## config.mk

```make
export PLATFORM = sky130hd
export DESIGN_NAME = hart_irq_deliver
export DESIGN_NICKNAME = d
export VERILOG_FILES = /design/src/rtl/hid_pkg.sv /design/src/rtl/hid_src.sv /design/src/rtl/hid_pick.sv /design/src/rtl/hid_ctx.sv /design/src/rtl/hart_irq_deliver.sv
export SDC_FILE = /design/constraint.sdc
export NUM_CORES = 1
export LEC_CHECK = 0
export ABC_AREA = 1
export CORE_ASPECT_RATIO = 0.75
export CORE_MARGIN = 2
export CORE_UTILIZATION = 54
export DETAILED_ROUTE_END_ITERATION = 16
export PLACE_DENSITY_LB_ADDON = 0.12
export SYNTH_ARGS = -nofsm -noshare
export SYNTH_HDL_FRONTEND = slang
export SYNTH_SLANG_ARGS = --single-unit
```

## constraint.sdc

```tcl
create_clock -name clk_i -period 13.6 [get_ports clk_i]
set_clock_uncertainty 0.05 [all_clocks]
set_input_delay 2.72 -clock clk_i [delete_from_list [all_inputs] [get_ports clk_i]]
set_output_delay 2.72 -clock clk_i [all_outputs]
set_load 0.05 [all_outputs]
```

## src/rtl/hid_pkg.sv

```systemverilog
package hid_pkg;
  localparam int REG_ADDR_W  = 12;
  localparam int CTX_FIELD_W = 6;
  localparam int SRC_FIELD_W = 9;
  localparam int TOP_ID_LSB  = 16;
  localparam int TGT_HART_LSB = 16;

  typedef enum logic [2:0] {
    CW_DELIV  = 3'd0,
    CW_FORCE  = 3'd1,
    CW_THRESH = 3'd2,
    CW_TOP    = 3'd6,
    CW_CLAIM  = 3'd7
  } ctx_word_e;

  function automatic logic word_known(input logic [2:0] w);
    return (w == CW_DELIV) || (w == CW_FORCE) || (w == CW_THRESH) ||
           (w == CW_TOP) || (w == CW_CLAIM);
  endfunction

  function automatic logic word_readonly(input logic [2:0] w);
    return (w == CW_TOP) || (w == CW_CLAIM);
  endfunction
endpackage

```

## src/rtl/hid_src.sv

```systemverilog
module hid_src #(
  parameter int NSRC   = 15,
  parameter int PRIO_W = 3,
  parameter int HIDX_W = 6
) (
  input  logic                           clk_i,
  input  logic                           rst_ni,
  input  logic [NSRC-1:0]                wr_sel_i,
  input  logic [HIDX_W-1:0]              whart_i,
  input  logic [PRIO_W-1:0]              wprio_i,
  input  logic [NSRC-1:0]                set_i,
  input  logic [NSRC-1:0]                hold_i,
  input  logic [NSRC-1:0]                clr_i,
  output logic [NSRC-1:0]                pend_o,
  output logic [NSRC-1:0][HIDX_W-1:0]    hart_o,
  output logic [NSRC-1:0][PRIO_W-1:0]    prio_o
);
  logic [PRIO_W-1:0] prio_fix;
  assign prio_fix = (wprio_i == '0) ? PRIO_W'(1) : wprio_i;

  for (genvar i = 0; i < NSRC; i++) begin : g_src
    always_ff @(posedge clk_i or negedge rst_ni) begin
      if (!rst_ni) begin
        hart_o[i] <= '0;
        prio_o[i] <= PRIO_W'(1);
        pend_o[i] <= 1'b0;
      end else begin
        if (wr_sel_i[i]) begin
          hart_o[i] <= whart_i;
          prio_o[i] <= prio_fix;
        end
        pend_o[i] <= set_i[i] | (pend_o[i] & ~clr_i[i]) | (clr_i[i] & hold_i[i]);
      end
    end
  end
endmodule

```

## src/rtl/hid_pick.sv

```systemverilog
module hid_pick
  import hid_pkg::*;
#(
  parameter int          NSRC   = 15,
  parameter int          PRIO_W = 3,
  parameter int          HIDX_W = 6,
  parameter int unsigned CTX    = 0
) (
  input  logic [NSRC-1:0]             pend_i,
  input  logic [NSRC-1:0]             en_i,
  input  logic [NSRC-1:0][HIDX_W-1:0] hart_i,
  input  logic [NSRC-1:0][PRIO_W-1:0] prio_i,
  input  logic [PRIO_W-1:0]           thr_i,
  output logic [NSRC-1:0]             grant_o,
  output logic [31:0]                 top_o
);
  localparam int SIDX_W = (NSRC > 1) ? $clog2(NSRC) : 1;

  logic [NSRC-1:0]   elig;
  logic              found;
  logic [PRIO_W-1:0] best_prio;
  logic [SIDX_W-1:0] best_idx;

  for (genvar i = 0; i < NSRC; i++) begin : g_elig
    assign elig[i] = pend_i[i] & en_i[i] & (hart_i[i] == HIDX_W'(CTX)) &
                     ((thr_i == '0) | (prio_i[i] < thr_i));
  end

  // Upward scan with strict compare: on equal priority the lower index stays.
  always_comb begin
    found     = 1'b0;
    best_prio = '0;
    best_idx  = '0;
    for (int i = 0; i < NSRC; i++) begin
      if (elig[i] && (!found || (prio_i[i] < best_prio))) begin
        found     = 1'b1;
        best_prio = prio_i[i];
        best_idx  = SIDX_W'(i);
      end
    end
  end

  for (genvar i = 0; i < NSRC; i++) begin : g_grant
    assign grant_o[i] = found && (best_idx == SIDX_W'(i));
  end

  assign top_o = found ? (((32'(best_idx) + 32'd1) << TOP_ID_LSB) | 32'(best_prio)) : 32'd0;
endmodule

```

## src/rtl/hid_ctx.sv

```systemverilog
module hid_ctx #(
  parameter int PRIO_W = 3
) (
  input  logic              clk_i,
  input  logic              rst_ni,
  input  logic              wr_de_i,
  input  logic              wr_force_i,
  input  logic              wr_thr_i,
  input  logic              wbit_i,
  input  logic [PRIO_W-1:0] wthr_i,
  input  logic              clr_force_i,
  input  logic              dom_en_i,
  input  logic              top_nz_i,
  output logic              de_o,
  output logic              force_o,
  output logic [PRIO_W-1:0] thr_o,
  output logic              irq_o
);
  always_ff @(posedge clk_i or negedge rst_ni) begin
    if (!rst_ni) begin
      de_o    <= 1'b0;
      force_o <= 1'b0;
      thr_o   <= '0;
      irq_o   <= 1'b0;
    end else begin
      if (wr_de_i) de_o <= wbit_i;
      if (wr_force_i) force_o <= wbit_i;
      else if (clr_force_i) force_o <= 1'b0;
      if (wr_thr_i) thr_o <= wthr_i;
      irq_o <= dom_en_i & de_o & (force_o | top_nz_i);
    end
  end
endmodule

```

## src/rtl/hart_irq_deliver.sv

```systemverilog
module hart_irq_deliver
  import hid_pkg::*;
#(
  parameter int NSRC   = 15,
  parameter int NHART  = 2,
  parameter int PRIO_W = 3,
  parameter int HIDX_W = 6
) (
  input  logic                  clk_i,
  input  logic                  rst_ni,
  input  logic                  dom_en_i,
  input  logic [NSRC-1:0]       src_en_i,
  input  logic [NSRC-1:0]       src_set_i,
  input  logic [NSRC-1:0]       src_hold_i,
  input  logic                  cfg_req_i,
  input  logic                  cfg_we_i,
  input  logic [REG_ADDR_W-1:0] cfg_addr_i,
  input  logic [31:0]           cfg_wdata_i,
  output logic                  cfg_rsp_valid_o,
  output logic                  cfg_rsp_err_o,
  output logic [31:0]           cfg_rsp_rdata_o,
  output logic [NHART-1:0]      irq_o
);
  logic                   is_tgt, aligned, tgt_ok, ctx_ok, err, go;
  logic [SRC_FIELD_W-1:0] tgt_id;
  logic [CTX_FIELD_W-1:0] ctx_f;
  logic [2:0]             word;
  logic                   unused_wdata;

  logic [NSRC-1:0]              pend;
  logic [NSRC-1:0][HIDX_W-1:0]  tgt_hart;
  logic [NSRC-1:0][PRIO_W-1:0]  tgt_prio;
  logic [NSRC-1:0]              tgt_sel, clr_vec;

  logic [NHART-1:0]             de_v, force_v, clr_force, claim_h;
  logic [NHART-1:0]             wr_de, wr_force, wr_thr;
  logic [NHART-1:0][PRIO_W-1:0] thr_v;
  logic [NHART-1:0][31:0]       top_v;
  logic [NHART-1:0][NSRC-1:0]   grant_v;
  logic [31:0]                  rd;

  assign unused_wdata = ^cfg_wdata_i;

  assign aligned = (cfg_addr_i[1:0] == 2'b00);
  assign is_tgt  = cfg_addr_i[11];
  assign tgt_id  = cfg_addr_i[10:2];
  assign ctx_f   = cfg_addr_i[10:5];
  assign word    = cfg_addr_i[4:2];
  assign tgt_ok  = (tgt_id != '0) && (32'(tgt_id) <= NSRC);
  assign ctx_ok  = (32'(ctx_f) < NHART);
  assign err = !aligned ||
               (is_tgt ? !tgt_ok
                       : (!ctx_ok || !word_known(word) || (cfg_we_i && word_readonly(word))));
  assign go  = cfg_req_i && !err;

  for (genvar i = 0; i < NSRC; i++) begin : g_tsel
    assign tgt_sel[i] = go && cfg_we_i && is_tgt && (32'(tgt_id) == i + 1);
  end

  always_comb begin
    clr_vec = '0;
    for (int h = 0; h < NHART; h++) begin
      if (claim_h[h]) clr_vec = clr_vec | grant_v[h];
    end
  end

  hid_src #(.NSRC(NSRC), .PRIO_W(PRIO_W), .HIDX_W(HIDX_W)) u_src (
    .clk_i    (clk_i),
    .rst_ni   (rst_ni),
    .wr_sel_i (tgt_sel),
    .whart_i  (cfg_wdata_i[TGT_HART_LSB +: HIDX_W]),
    .wprio_i  (cfg_wdata_i[PRIO_W-1:0]),
    .set_i    (src_set_i),
    .hold_i   (src_hold_i),
    .clr_i    (clr_vec),
    .pend_o   (pend),
    .hart_o   (tgt_hart),
    .prio_o   (tgt_prio)
  );

  for (genvar h = 0; h < NHART; h++) begin : g_ctx
    logic sel_h;
    assign sel_h       = go && !is_tgt && (32'(ctx_f) == h);
    assign wr_de[h]    = sel_h && cfg_we_i && (word == CW_DELIV);
    assign wr_force[h] = sel_h && cfg_we_i && (word == CW_FORCE);
    assign wr_thr[h]   = sel_h && cfg_we_i && (word == CW_THRESH);
    assign claim_h[h]  = sel_h && !cfg_we_i && (word == CW_CLAIM);
    assign clr_force[h] = claim_h[h] && (top_v[h] == 32'd0);

    hid_pick #(.NSRC(NSRC), .PRIO_W(PRIO_W), .HIDX_W(HIDX_W), .CTX(h)) u_pick (
      .pend_i  (pend),
      .en_i    (src_en_i),
      .hart_i  (tgt_hart),
      .prio_i  (tgt_prio),
      .thr_i   (thr_v[h]),
      .grant_o (grant_v[h]),
      .top_o   (top_v[h])
    );

    hid_ctx #(.PRIO_W(PRIO_W)) u_ctx (
      .clk_i       (clk_i),
      .rst_ni      (rst_ni),
      .wr_de_i     (wr_de[h]),
      .wr_force_i  (wr_force[h]),
      .wr_thr_i    (wr_thr[h]),
      .wbit_i      (cfg_wdata_i[0]),
      .wthr_i      (cfg_wdata_i[PRIO_W-1:0]),
      .clr_force_i (clr_force[h]),
      .dom_en_i    (dom_en_i),
      .top_nz_i    (top_v[h] != 32'd0),
      .de_o        (de_v[h]),
      .force_o     (force_v[h]),
      .thr_o       (thr_v[h]),
      .irq_o       (irq_o[h])
    );
  end

  always_comb begin
    rd = 32'd0;
    if (is_tgt) begin
      for (int i = 0; i < NSRC; i++) begin
        if (32'(tgt_id) == i + 1)
          rd = (32'(tgt_hart[i]) << TGT_HART_LSB) | 32'(tgt_prio[i]);
      end
    end else begin
      for (int h = 0; h < NHART; h++) begin
        if (32'(ctx_f) == h) begin
          case (word)
            CW_DELIV:          rd = 32'(de_v[h]);
            CW_FORCE:          rd = 32'(force_v[h]);
            CW_THRESH:         rd = 32'(thr_v[h]);
            CW_TOP, CW_CLAIM:  rd = top_v[h];
            default:           rd = 32'd0;
          endcase
        end
      end
    end
  end

  always_ff @(posedge clk_i or negedge rst_ni) begin
    if (!rst_ni) begin
      cfg_rsp_valid_o <= 1'b0;
      cfg_rsp_err_o   <= 1'b0;
      cfg_rsp_rdata_o <= 32'd0;
    end else begin
      cfg_rsp_valid_o <= cfg_req_i;
      cfg_rsp_err_o   <= cfg_req_i && err;
      cfg_rsp_rdata_o <= (go && !cfg_we_i) ? rd : 32'd0;
    end
  end
endmodule

```

==> flow_metrics.py <==
metrics = {
    "cts": {
        "clock-sinks": 173,
        "cts-hold-fix-buffers": 0,
        "clkLatencyLatePin_ns": 0.45,
        "ctsLongestPathBuffers": 2,
        "cts_buffers": 17,
        "htreeDepth": 4,
        "cts.clk_slew.worst_paths_ns": 0.07,
        "cts_tree": "done",
        "cts-root-buf": "clkbuf_16",
    },
    "placement": {
        "post-place-ws_ns": -3.80,
        "gp_congestion": 0.985,
        "dp_hpwl_mm": 37.8,
        "buffer_ports.inserted": 83,
    },
    "drt": {
        "vias": 16004,
        "wl_per_cell_um": 19.0,
        "wl_mm": 52.6,
        "drc": 0,
        "drtIter0Drc": 1971,
        "via_per_inst": 5.77,
        "ant_nets": 0,
        "dr.pass1.iters": 8,
    },
    "final_layout": {
        "syn2layout_area_growth_pct": 33.9,
        "final_cell_mix": "nand2_1, buf_4, inv_1",
        "fin_nets": 2622,
        "final_common_cell": "nand2_1",
        "drive_above_1_share": 0.251,
        "fillCellCount": 2006,
        "fin_util": 0.730,
    },
    "synthesis": {
        "ys_ff_latch": 173,
        "synth-edff-count": 0,
        "yosysSeqAreaShare": 0.310,
        "async_reset_ff_frac": 1.00,
        "synth_warnings": 0,
        "synth_area_sq_um": 14000,
        "synth_cells": 2066,
        "synthFlopType": "dfrtp_1",
        "ys_types": 42,
        "syn_area_per_cell_sq_um": 6.79,
    },
    "timing": {
        "rsz0062_at_grt": "yes",
        "relSlewSlack": 0.0513,
        "final-max-slew-violation-count": 0,
        "finalHoldViolCount": 0,
        "period_share": 1.20,
        "worst_pin_slew_ns": 1.41,
        "finalCriticalPeriod_ns": 16.34,
        "setup_ws_ns": -2.74,
        "setup_viol": 27,
        "fin_tns_setup_ns": -70.01,
        "fmax_ghz": 0.0612,
    },
    "die": {
        "die-area_sq_um": 27300,
        "die_w_um": 190,
        "rows": 51,
        "start_util": 0.545,
        "core_area_sq_um": 25700,
        "ios": 130,
        "die_h_um": 144,
    },
    "global_route": {
        "grt_first_pass_wirelength_mm": 79.1,
        "grt_usage": 0.380,
        "grt_max_degree": 90,
        "antenna_found_initial": 2,
        "first_global_vias": 14595,
        "overflow": 0,
    },
    "power": {
        "p_leak_nw": 9.05,
        "vdd_ir_drop_max_mv": 0.0853,
        "p_per_area_nw_per_um2": 79.7,
    },
    "hold_path": {
        "min_path_type": "flip-flop to flip-flop",
        "worstHoldPathCells": 2,
        "whs_endpoint": "u_src.hart_o[67]",
        "worstHoldStart": "u_src.hart_o[67]",
    },
    "worst_setup_path": {
        "reg2reg_depth": 145,
        "crit_type": "input pin to flip-flop",
        "crit_path_top_delay_cell": "ha_1",
        "arrival_ns": 16.62,
        "reg2reg_slack_ns": -1.14,
        "worst_ep_required_time_ns": 13.88,
        "timing.critical_path.mode_cell": "nand2_1",
        "timing.rr.start": "u_src.prio_o[2]",
        "regToRegEndpoint": "u_src.pend_o[9]",
        "crit_path_max_fanout": 6,
        "cpPeakStageDelay_ns": 0.31,
        "endpoint_kind": "flip-flop",
        "start_kind": "input pin",
    },
    "status": {
        "violations": "setup timing",
        "status": "finished with violations",
    },
    "run": {
        "drv_cap": 0,
    },
}
==> stage by stage <==
| stage | instance area [sq um] | power, W | hold WS [ns] | std cells |
|---|---|---|---|---|
| global route | 18800 | 0.00156 | 0.469 | 2771 |
| floorplan | 14300 | 0.000762 | 0.398 | 2088 |
| CTS | 18000 | 0.00147 | 0.439 | 2745 |
| global placement | 16800 | 0.000945 | 0.417 | 2671 |
| detailed placement | 16800 | 0.000952 | 0.423 | 2671 |
| finish | 18800 | 0.00150 | 0.436 | 2773 |
==> per-layer routing <==
metal,GRT usage,vias up,share of wire
li1,-,7510,-
met1,0.535,7453,0.43
met2,0.548,894,0.42
met3,0.122,145,0.12
met4,0.135,2,0.034
met5,0,-,0.00025
==> final cells by class <==
type / count / area [sq um] / share of cell area
Inverter: 289 / 1100 / 0.0589
Clock inverter: 14 / 173 / 0.00920
Multi-Input combinational cell: 1568 / 9300 / 0.496
Tap cell: 344 / 430 / 0.0229
Sequential cell: 173 / 4350 / 0.232
Clock buffer: 18 / 429 / 0.0229
Antenna cell: 2 / 5.00 / 0.000267
Timing Repair Buffer: 365 / 2980 / 0.159
==> synth_stat cells (21+ instances only) <==
library cell | instances | share of area
nand2_1 | 608 | 0.16
inv_1 | 269 | 0.072
o21ai_0 | 195 | 0.070
dfrtp_1 | 158 | 0.28
nand3_1 | 149 | 0.053
nor2_1 | 126 | 0.034
ha_1 | 114 | 0.10
a21oi_1 | 100 | 0.036
nand2_2 | 56 | 0.025
o211ai_1 | 34 | 0.018
clkbuf_1 | 31 | 0.0083
buf_4 | 25 | 0.013
nand4_1 | 23 | 0.010
nand2_4 | 21 | 0.017
==> sequential cells by signal (all words and copies together), names as in the netlist <==
signal and cells:
u_src.pend_o 15, g_ctx.u_ctx.de_o 2, cfg_rsp_rdata_o 9, g_ctx.u_ctx.force_o 2, cfg_rsp_valid_o 1, g_ctx.u_ctx.thr_o 6, cfg_rsp_err_o 1, g_ctx.u_ctx.irq_o 2
u_src.hart_o 90, u_src.prio_o 45
==> report_power, final <==
group	internal, W	switching (W)
logic	0.000191	0.000268
registers	0.000515	0.000000598
clock network	0.000279	0.000242
total	0.000985	0.000511
==> worst max-delay path, delay by kind of cell <==
family	cells	cell delay, ns
compound gates	16	2.12
fa+ha+maj	15	3.99
buf+inv	28	1.64
simple gates	86	6.05
==> worst max path at each step <==
stage / cells after the start / start / slack (ns) / to
4_1_cts: 148 / src_en_i[0] / -2.33 / g_ctx[1].u_ctx.force_o
6_report: 145 / src_en_i[0] / -2.74 / u_src.pend_o[9]
5_1_grt: 151 / src_en_i[0] / -3.83 / g_ctx[1].u_ctx.force_o
3_5_place_dp: 138 / src_en_i[0] / -3.80 / g_ctx[1].u_ctx.force_o
2_1_floorplan: 139 / src_en_i[0] / -1.84 / g_ctx[1].u_ctx.force_o
3_3_place_gp: 131 / src_en_i[0] / -3.50 / g_ctx[1].u_ctx.force_o
==> cell families (layout without fill, tap and decap cells) <==
kind of cell | Yosys count | after routing | synth area share
AND/OR/NAND/NOR | 1027 | 1027 | 0.321
adder cells (fa/ha/maj) | 114 | 114 | 0.102
AO/OA/AOI/OAI | 404 | 404 | 0.166
other | 1 | 25 | 0.000267
buffers and inverters | 347 | 686 | 0.101
flip-flops | 173 | 173 | 0.310
==> repair_timing <==
action | CTS | global route
resized for setup | 71 | 132
setup buffers | 42 | 26
setup endpoints to repair | 27 | 27
pin swaps | 50 | 66
hold endpoints to repair | 0 | 0
Note: power is estimated with default switching activity, not from simulation.
